`src/rtl/ifu_pkg.sv`:
```
`timescale 1ns/1ps
// Shared widths and the buffer entry type of the prefetch unit.
// Assumes an instruction word is exactly two halfwords.
package ifu_pkg;
    localparam int WORD_W = 32;
    localparam int HALF_W = 16;
    localparam int WORD_BYTES = WORD_W / 8;
    localparam int HALF_BYTES = HALF_W / 8;
    localparam int HALF_BIT = $clog2(HALF_BYTES);

    // One buffered word plus a flag telling the selector to skip its low half.
    typedef struct packed {
        logic              skip_lo;
        logic [WORD_W-1:0] data;
    } pf_entry_t;
endpackage

```
`src/rtl/ifu_next_addr.sv`:
```
`timescale 1ns/1ps
// Next fetch address: the word incrementer and the redirect selector.
// Assumes targets are forced to word alignment here; a redirect beats advance.
module ifu_next_addr #(
    parameter int ADDR_W = 32
) (
    input  logic [ADDR_W-1:0] cur_addr,
    input  logic              advance,
    input  logic              take,
    input  logic [ADDR_W-1:0] target,
    output logic [ADDR_W-1:0] next_addr
);
    localparam logic [ADDR_W-1:0] STEP  = ADDR_W'(ifu_pkg::WORD_BYTES);
    localparam logic [ADDR_W-1:0] LOW_M = ADDR_W'(ifu_pkg::WORD_BYTES - 1);

    logic [ADDR_W-1:0] incr_addr;
    logic [ADDR_W-1:0] tgt_word;

    // Sequential successor of the current word.
    always_comb incr_addr = cur_addr + STEP;

    // Word holding the redirect target.
    always_comb tgt_word = target & ~LOW_M;

    // Select redirect, increment or hold.
    always_comb begin
        if (take)         next_addr = tgt_word;
        else if (advance) next_addr = incr_addr;
        else              next_addr = cur_addr;
    end
endmodule

```
`src/rtl/ifu_fetch_ctl.sv`:
```
`timescale 1ns/1ps
// Fetch request side: issues one word request at a time while the buffer
// has room, tracks the single in-flight fetch and drops it if a redirect
// made it stale. Assumes memory answers once per accepted request, at least
// one cycle after acceptance.
module ifu_fetch_ctl import ifu_pkg::*; #(
    parameter int                ADDR_W     = 32,
    parameter int                DEPTH      = 4,
    parameter logic [ADDR_W-1:0] RESET_ADDR = '0,
    localparam int               CNT_W      = $clog2(DEPTH + 1)
) (
    input  logic              clk,
    input  logic              rst_n,
    input  logic              take,
    input  logic [ADDR_W-1:0] target,
    input  logic [CNT_W-1:0]  buf_cnt,
    output logic              mem_req_valid,
    input  logic              mem_req_ready,
    output logic [ADDR_W-1:0] mem_req_addr,
    input  logic              mem_rsp_valid,
    input  logic [WORD_W-1:0] mem_rsp_data,
    output logic              push_valid,
    output pf_entry_t         push_entry
);
    localparam logic [ADDR_W-1:0] LOW_M = ADDR_W'(WORD_BYTES - 1);

    logic [ADDR_W-1:0] addr_q;
    logic [ADDR_W-1:0] addr_d;
    logic              busy_q;
    logic              stale_q;
    logic              skip_pend_q;
    logic              skip_fly_q;
    logic              accept;

    // Incrementer and redirect selector.
    ifu_next_addr #(.ADDR_W(ADDR_W)) u_next (
        .cur_addr (addr_q),
        .advance  (accept),
        .take     (take),
        .target   (target),
        .next_addr(addr_d)
    );

    // Request only with no fetch in flight and a free buffer slot.
    always_comb mem_req_valid = !busy_q && (buf_cnt < CNT_W'(DEPTH));
    always_comb mem_req_addr  = addr_q;
    always_comb accept        = mem_req_valid && mem_req_ready;

    // A live response goes into the buffer unless a redirect happens now.
    always_comb push_valid = busy_q && mem_rsp_valid && !stale_q && !take;
    always_comb push_entry = '{skip_lo: skip_fly_q, data: mem_rsp_data};

    // Address, in-flight, stale and low-half skip tracking.
    always_ff @(posedge clk) begin
        if (!rst_n) begin
            addr_q      <= RESET_ADDR & ~LOW_M;
            busy_q      <= 1'b0;
            stale_q     <= 1'b0;
            skip_pend_q <= RESET_ADDR[HALF_BIT];
            skip_fly_q  <= 1'b0;
        end else begin
            addr_q <= addr_d;
            if (accept)             busy_q <= 1'b1;
            else if (mem_rsp_valid) busy_q <= 1'b0;
            if (take)        stale_q <= busy_q || accept;
            else if (accept) stale_q <= 1'b0;
            if (take)        skip_pend_q <= target[HALF_BIT];
            else if (accept) skip_pend_q <= 1'b0;
            if (accept)      skip_fly_q <= skip_pend_q;
        end
    end
endmodule

```
`src/rtl/ifu_word_fifo.sv`:
```
`timescale 1ns/1ps
// Circular buffer of fetched words. A flush empties it and beats a push
// or pop in the same cycle. Assumes the producer never pushes into a full
// buffer (space is reserved at request time).
module ifu_word_fifo import ifu_pkg::*; #(
    parameter int  DEPTH = 4,
    localparam int PTR_W = (DEPTH > 1) ? $clog2(DEPTH) : 1,
    localparam int CNT_W = $clog2(DEPTH + 1)
) (
    input  logic             clk,
    input  logic             rst_n,
    input  logic             flush,
    input  logic             push,
    input  pf_entry_t        push_entry,
    input  logic             pop,
    output pf_entry_t        head,
    output logic             head_valid,
    output logic [CNT_W-1:0] count
);
    pf_entry_t        slot [DEPTH];
    logic [PTR_W-1:0] wr_ptr;
    logic [PTR_W-1:0] rd_ptr;
    logic             do_push;
    logic             do_pop;

    // Pointer step with wrap at DEPTH.
    function automatic logic [PTR_W-1:0] ptr_inc(input logic [PTR_W-1:0] p);
        return (p == PTR_W'(DEPTH - 1)) ? '0 : p + 1'b1;
    endfunction

    // Qualified buffer operations.
    always_comb do_push = push && !flush;
    always_comb do_pop  = pop && !flush && head_valid;

    // Oldest entry and its presence.
    always_comb head       = slot[rd_ptr];
    always_comb head_valid = (count != '0);

    // Entry storage.
    always_ff @(posedge clk) begin
        if (do_push) slot[wr_ptr] <= push_entry;
    end

    // Pointers and occupancy.
    always_ff @(posedge clk) begin
        if (!rst_n || flush) begin
            wr_ptr <= '0;
            rd_ptr <= '0;
            count  <= '0;
        end else begin
            if (do_push) wr_ptr <= ptr_inc(wr_ptr);
            if (do_pop)  rd_ptr <= ptr_inc(rd_ptr);
            count <= count + CNT_W'(do_push) - CNT_W'(do_pop);
        end
    end
endmodule

```
`src/rtl/ifu_half_sel.sv`:
```
`timescale 1ns/1ps
// Decode-side halfword selector: presents the low then the high half of
// the head word and pops the word after its high half is taken. Assumes
// the skip flag appears only on the first word after a flush.
module ifu_half_sel import ifu_pkg::*; (
    input  logic              clk,
    input  logic              rst_n,
    input  logic              flush,
    input  pf_entry_t         head,
    input  logic              head_valid,
    input  logic              dec_ready,
    output logic              dec_valid,
    output logic [HALF_W-1:0] dec_half,
    output logic              pop
);
    logic hi_done_q;
    logic use_hi;
    logic fire;

    // Which half is on offer, and whether decode takes it.
    always_comb use_hi    = hi_done_q || head.skip_lo;
    always_comb dec_valid = head_valid;
    always_comb dec_half  = use_hi ? head.data[WORD_W-1:HALF_W] : head.data[HALF_W-1:0];
    always_comb fire      = head_valid && dec_ready;
    always_comb pop       = fire && use_hi;

    // Remember that the low half of the head word has been taken.
    always_ff @(posedge clk) begin
        if (!rst_n || flush) hi_done_q <= 1'b0;
        else if (pop)        hi_done_q <= 1'b0;
        else if (fire)       hi_done_q <= 1'b1;
    end
endmodule

```
`src/rtl/ifetch_unit.sv`:
```
`timescale 1ns/1ps
// Top of the instruction prefetch unit: request control, word buffer and
// halfword selector. Assumes a redirect target is halfword aligned and the
// memory side returns one word per accepted request.
module ifetch_unit import ifu_pkg::*; #(
    parameter int                ADDR_W     = 32,
    parameter int                DEPTH      = 4,
    parameter logic [ADDR_W-1:0] RESET_ADDR = ADDR_W'(32'h0000_0100)
) (
    input  logic              clk,
    input  logic              rst_n,
    input  logic              redir_valid,
    input  logic              redir_cond,
    input  logic              redir_pass,
    input  logic [ADDR_W-1:0] redir_addr,
    output logic              mem_req_valid,
    output logic [ADDR_W-1:0] mem_req_addr,
    input  logic              mem_req_ready,
    input  logic              mem_rsp_valid,
    input  logic [WORD_W-1:0] mem_rsp_data,
    output logic              dec_valid,
    output logic [HALF_W-1:0] dec_half,
    input  logic              dec_ready
);
    localparam int CNT_W = $clog2(DEPTH + 1);

    logic             take;
    logic             push_valid;
    pf_entry_t        push_entry;
    pf_entry_t        head;
    logic             head_valid;
    logic [CNT_W-1:0] buf_cnt;
    logic             pop;

    // A redirect counts when unconditional or its condition passed.
    always_comb take = redir_valid && (!redir_cond || redir_pass);

    ifu_fetch_ctl #(
        .ADDR_W    (ADDR_W),
        .DEPTH     (DEPTH),
        .RESET_ADDR(RESET_ADDR)
    ) u_fetch (
        .clk          (clk),
        .rst_n        (rst_n),
        .take         (take),
        .target       (redir_addr),
        .buf_cnt      (buf_cnt),
        .mem_req_valid(mem_req_valid),
        .mem_req_ready(mem_req_ready),
        .mem_req_addr (mem_req_addr),
        .mem_rsp_valid(mem_rsp_valid),
        .mem_rsp_data (mem_rsp_data),
        .push_valid   (push_valid),
        .push_entry   (push_entry)
    );

    ifu_word_fifo #(.DEPTH(DEPTH)) u_buf (
        .clk       (clk),
        .rst_n     (rst_n),
        .flush     (take),
        .push      (push_valid),
        .push_entry(push_entry),
        .pop       (pop),
        .head      (head),
        .head_valid(head_valid),
        .count     (buf_cnt)
    );

    ifu_half_sel u_sel (
        .clk       (clk),
        .rst_n     (rst_n),
        .flush     (take),
        .head      (head),
        .head_valid(head_valid),
        .dec_ready (dec_ready),
        .dec_valid (dec_valid),
        .dec_half  (dec_half),
        .pop       (pop)
    );
endmodule

```
`config.mk`:
```
export PLATFORM = sky130hd
export DESIGN_NAME = ifetch_unit
export DESIGN_NICKNAME = d
export VERILOG_FILES = /design/src/rtl/ifu_pkg.sv /design/src/rtl/ifu_next_addr.sv /design/src/rtl/ifu_fetch_ctl.sv /design/src/rtl/ifu_word_fifo.sv /design/src/rtl/ifu_half_sel.sv /design/src/rtl/ifetch_unit.sv
export SDC_FILE = /design/constraint.sdc
export NUM_CORES = 1
export LEC_CHECK = 0
export CAP_MARGIN = 20
export CORE_MARGIN = 2
export CORE_UTILIZATION = 55
export CTS_BUF_LIST = sky130_fd_sc_hd__clkbuf_8
export DETAILED_ROUTE_END_ITERATION = 10
export HOLD_SLACK_MARGIN = 0.02
export PLACE_DENSITY = 0.81
export SLEW_MARGIN = 20
export SYNTH_ARGS = -nofsm -noshare
export SYNTH_HDL_FRONTEND = slang
export SYNTH_SLANG_ARGS = --single-unit
```
`constraint.sdc`:
```
create_clock -name clk -period 3.7 [get_ports clk]
set_input_delay 1.11 -clock clk [delete_from_list [all_inputs] [get_ports clk]]
set_output_delay 1.11 -clock clk [all_outputs]
set_load 0.005 [all_outputs]
```
==> metrics.txt <==
Tot Pwr between 0.003 and 0.004 W; Post-synth ARST share 0%; clock skew around 0.014 ns; crit share post-route about 96%; row cnt 43; final WL between 15,000 and 20,000 um; Most used DFF post-synth edfxtp_1; Startpoint Class flip-flop; final slew viol count 0; largest net degree at the start of global routing around 40; status complete, no violations; Fillers between 1,000 and 1,500; leakage 3.262 nW; Final Hold Fails 0; DRC viols 0; final worst setup slack around 0.15 ns; Cells after Synth 633; Routed Antenna Nets 0; Internal approximately 0.0029 W; Worst setup EP type output port; Sink Count 176; die width 123.1 um; clock buffer depth 2; ANT cells 0; top achievable clock speed 281.4 MHz; #FFs+latches synth around 180; FF+latch area 0.004850 sq mm; Hold-fix buffers, CTS 0; Comb pwr share a little under a tenth; Via Count between 5,000 and 6,000; core region area approximately 0.014 sq mm; synth warn 0; Slew @ Worst Pin roughly 0.7 ns; critical path class flip-flop to output port; Final Wtd Congestion 0.9164; unrepaired setup endpoints after global routing false; clock power share between 30% and 40%; Max FO, Critical Path 13; Post-synth top cells edfxtp_1, nor2_1, mux2i_1; Sw Ratio between 20% and 30%; H-tree depth 4; Die H around 120 um; post-synthesis sequential area ratio approximately 62%; total track usage about a quarter; Post-synth EDFFs roughly 130; final net count ~840; top-count cell post-synth edfxtp_1; first-pass GRT wire length 29,860 um; Yosys cell types 54; drt first pass iters 7; Synth area leader edfxtp_1; P per Cell Area approximately 380 mW/mm^2; Slew HR a little over half; # setup viols final 0; number of port buffers around 120; First DRT Iteration DRCs around 520; Seq pwr share around three fifths; area growth from synthesis to layout 25.36%; clock root buffer clkbuf_8; Min Hold Slack roughly 0.48 ns; Worst-path clk slew around 0.090 ns; Req. time, crit path approximately 2.6 ns; Tmin final 3.554 ns; CTS tree built; Synth Cell Area about 0.008 sq mm; Max Cap Viol 0; starting density of the core approximately 56%; switching power between 0.0008 and 0.0009 W; dpl hpwl 12,270 um; IO Count around 120; share of the synthesized area in the top cell type between 50% and 60%; grt total ovfl 0; Inserted Clock Buffers 17; routed len/inst 19.82 um; vias per inst 6.055; Critical Path AT approximately 2.4 ns; Peak VDD IR between 0.15 and 0.2 mV; antenna violations before repair 0; share of cells above drive strength 1 11.61%; Placement Setup Slack between 0.15 and 0.2 ns; path type of the worst min-delay path flip-flop to flip-flop; Clk Latency, worst-skew pair 0.45 ns; die area between 0.015 and 0.02 sq mm; area of the multi-input gates approximately 0.0028 sq mm; top cells by area, synth edfxtp_1, dfxtp_1, mux2i_1; mean post-synth cell area between 10 and 15 sq um; vias in the first global route 5,966
==> stage by stage <==
step                util, %  TNS (ns)  std cells  cell area [sq um]
detailed placement    66.97         0        915               9296
global placement      66.97         0        915               9296
global route          70.50         0        955               9786
CTS                   69.92   -0.1489        949               9706
finish                70.50         0        955               9786
floorplan                 -         0        634               7810
==> sequential cells by signal (all words and copies together), names as in the netlist, named ones only <==
register,flops
u_fetch.skip_pend_q,1
u_buf.slot,132
u_buf.count,3
u_sel.hi_done_q,1
u_buf.rd_ptr,2
u_fetch.mem_req_addr,30
u_fetch.skip_fly_q,1
u_fetch.busy_q,1
u_buf.wr_ptr,2
u_fetch.stale_q,1
==> power groups by stage <==
stage               clock (W)  sequential, W  combinational (W)
floorplan                   0        0.00224           0.000130
global placement            0        0.00225           0.000324
detailed placement          0        0.00225           0.000335
CTS                   0.00118        0.00221           0.000340
global route          0.00125        0.00222           0.000373
finish                0.00117        0.00221           0.000343
==> worst max-delay path: stages, from the launching register on <==
cell and delay (ns):
dfxtp_4 0.39, mux2i_4 0.21, a22oi_2 0.26, buf_12 0.19, buf_4 0.12, mux2_2 0.32
a211oi_1 0.21, dlygate4sd2_1 0.30
==> cells in the final DEF (no fill, tap or decap), types with 17 or more instances in the layout <==
master and instances:
clkdlybuf4s50_1 102, nand4_1 19, o21ai_0 33, edfxtp_1 132, nand3_1 28, dfxtp_1 42
clkbuf_8 17, buf_4 24, nand2_1 20, mux2i_1 49, a211oi_1 19, nor2_1 58
==> routing by layer <==
| metal | vias up | routed length [um] | global-route usage (%) |
|---|---|---|---|
| li1 | 2675 | - | - |
| met1 | 2783 | 7490 | 30.87 |
| met2 | 284 | 9611 | 44.68 |
| met3 | 41 | 1403 | 6.227 |
| met4 | 0 | 423 | 11.22 |
| met5 | - | 0 | 0 |
==> worst paths after layout <==
path / startpoint / to / slack, ns / cells after the start
setup / recovery: flip-flop / dec_half[14] / 0.15 / 7
hold / removal: u_fetch.stale_q$_SDFFE_PN0P_ / u_fetch.stale_q$_SDFFE_PN0P_ / 0.48 / 2
setup reg to reg: flip-flop / u_buf.count[2]$_SDFF_PP0_ / 0.98 / 11
hold reg to reg: u_fetch.stale_q$_SDFFE_PN0P_ / u_fetch.stale_q$_SDFFE_PN0P_ / 0.48 / 2
==> what timing repair did <==
action / 4_1_cts / 5_1_grt
endpoints found under the setup margin: 16 / 5
buffers inserted: 1 / 6
pin swaps: 1 / 3
cloned: 1 / 0
resized for setup: 23 / 10
hold endpoints to repair: 0 / 0
==> cells by family after synthesis <==
logic type,count (synthesis),synth area share [%]
fa+ha+maj,9,1.539
simple gates,190,12.61
buf+inv,51,2.645
mux,68,8.992
xor+xnor,11,1.234
compound gates,127,10.87
other cells,1,0.04804
flops,176,62.06
==> area by class of cell <==
class                   count  share of cell area (%)
flip-flops and latches    176                   49.56
multi-input cells         407                   28.85
repair buffers            150                   15.43
clock buffers              17                   2.391
well taps                 180                   2.301
clock inverters            15                   1.087
inverters                  10                  0.3836
(Power assumes the default switching activity.)
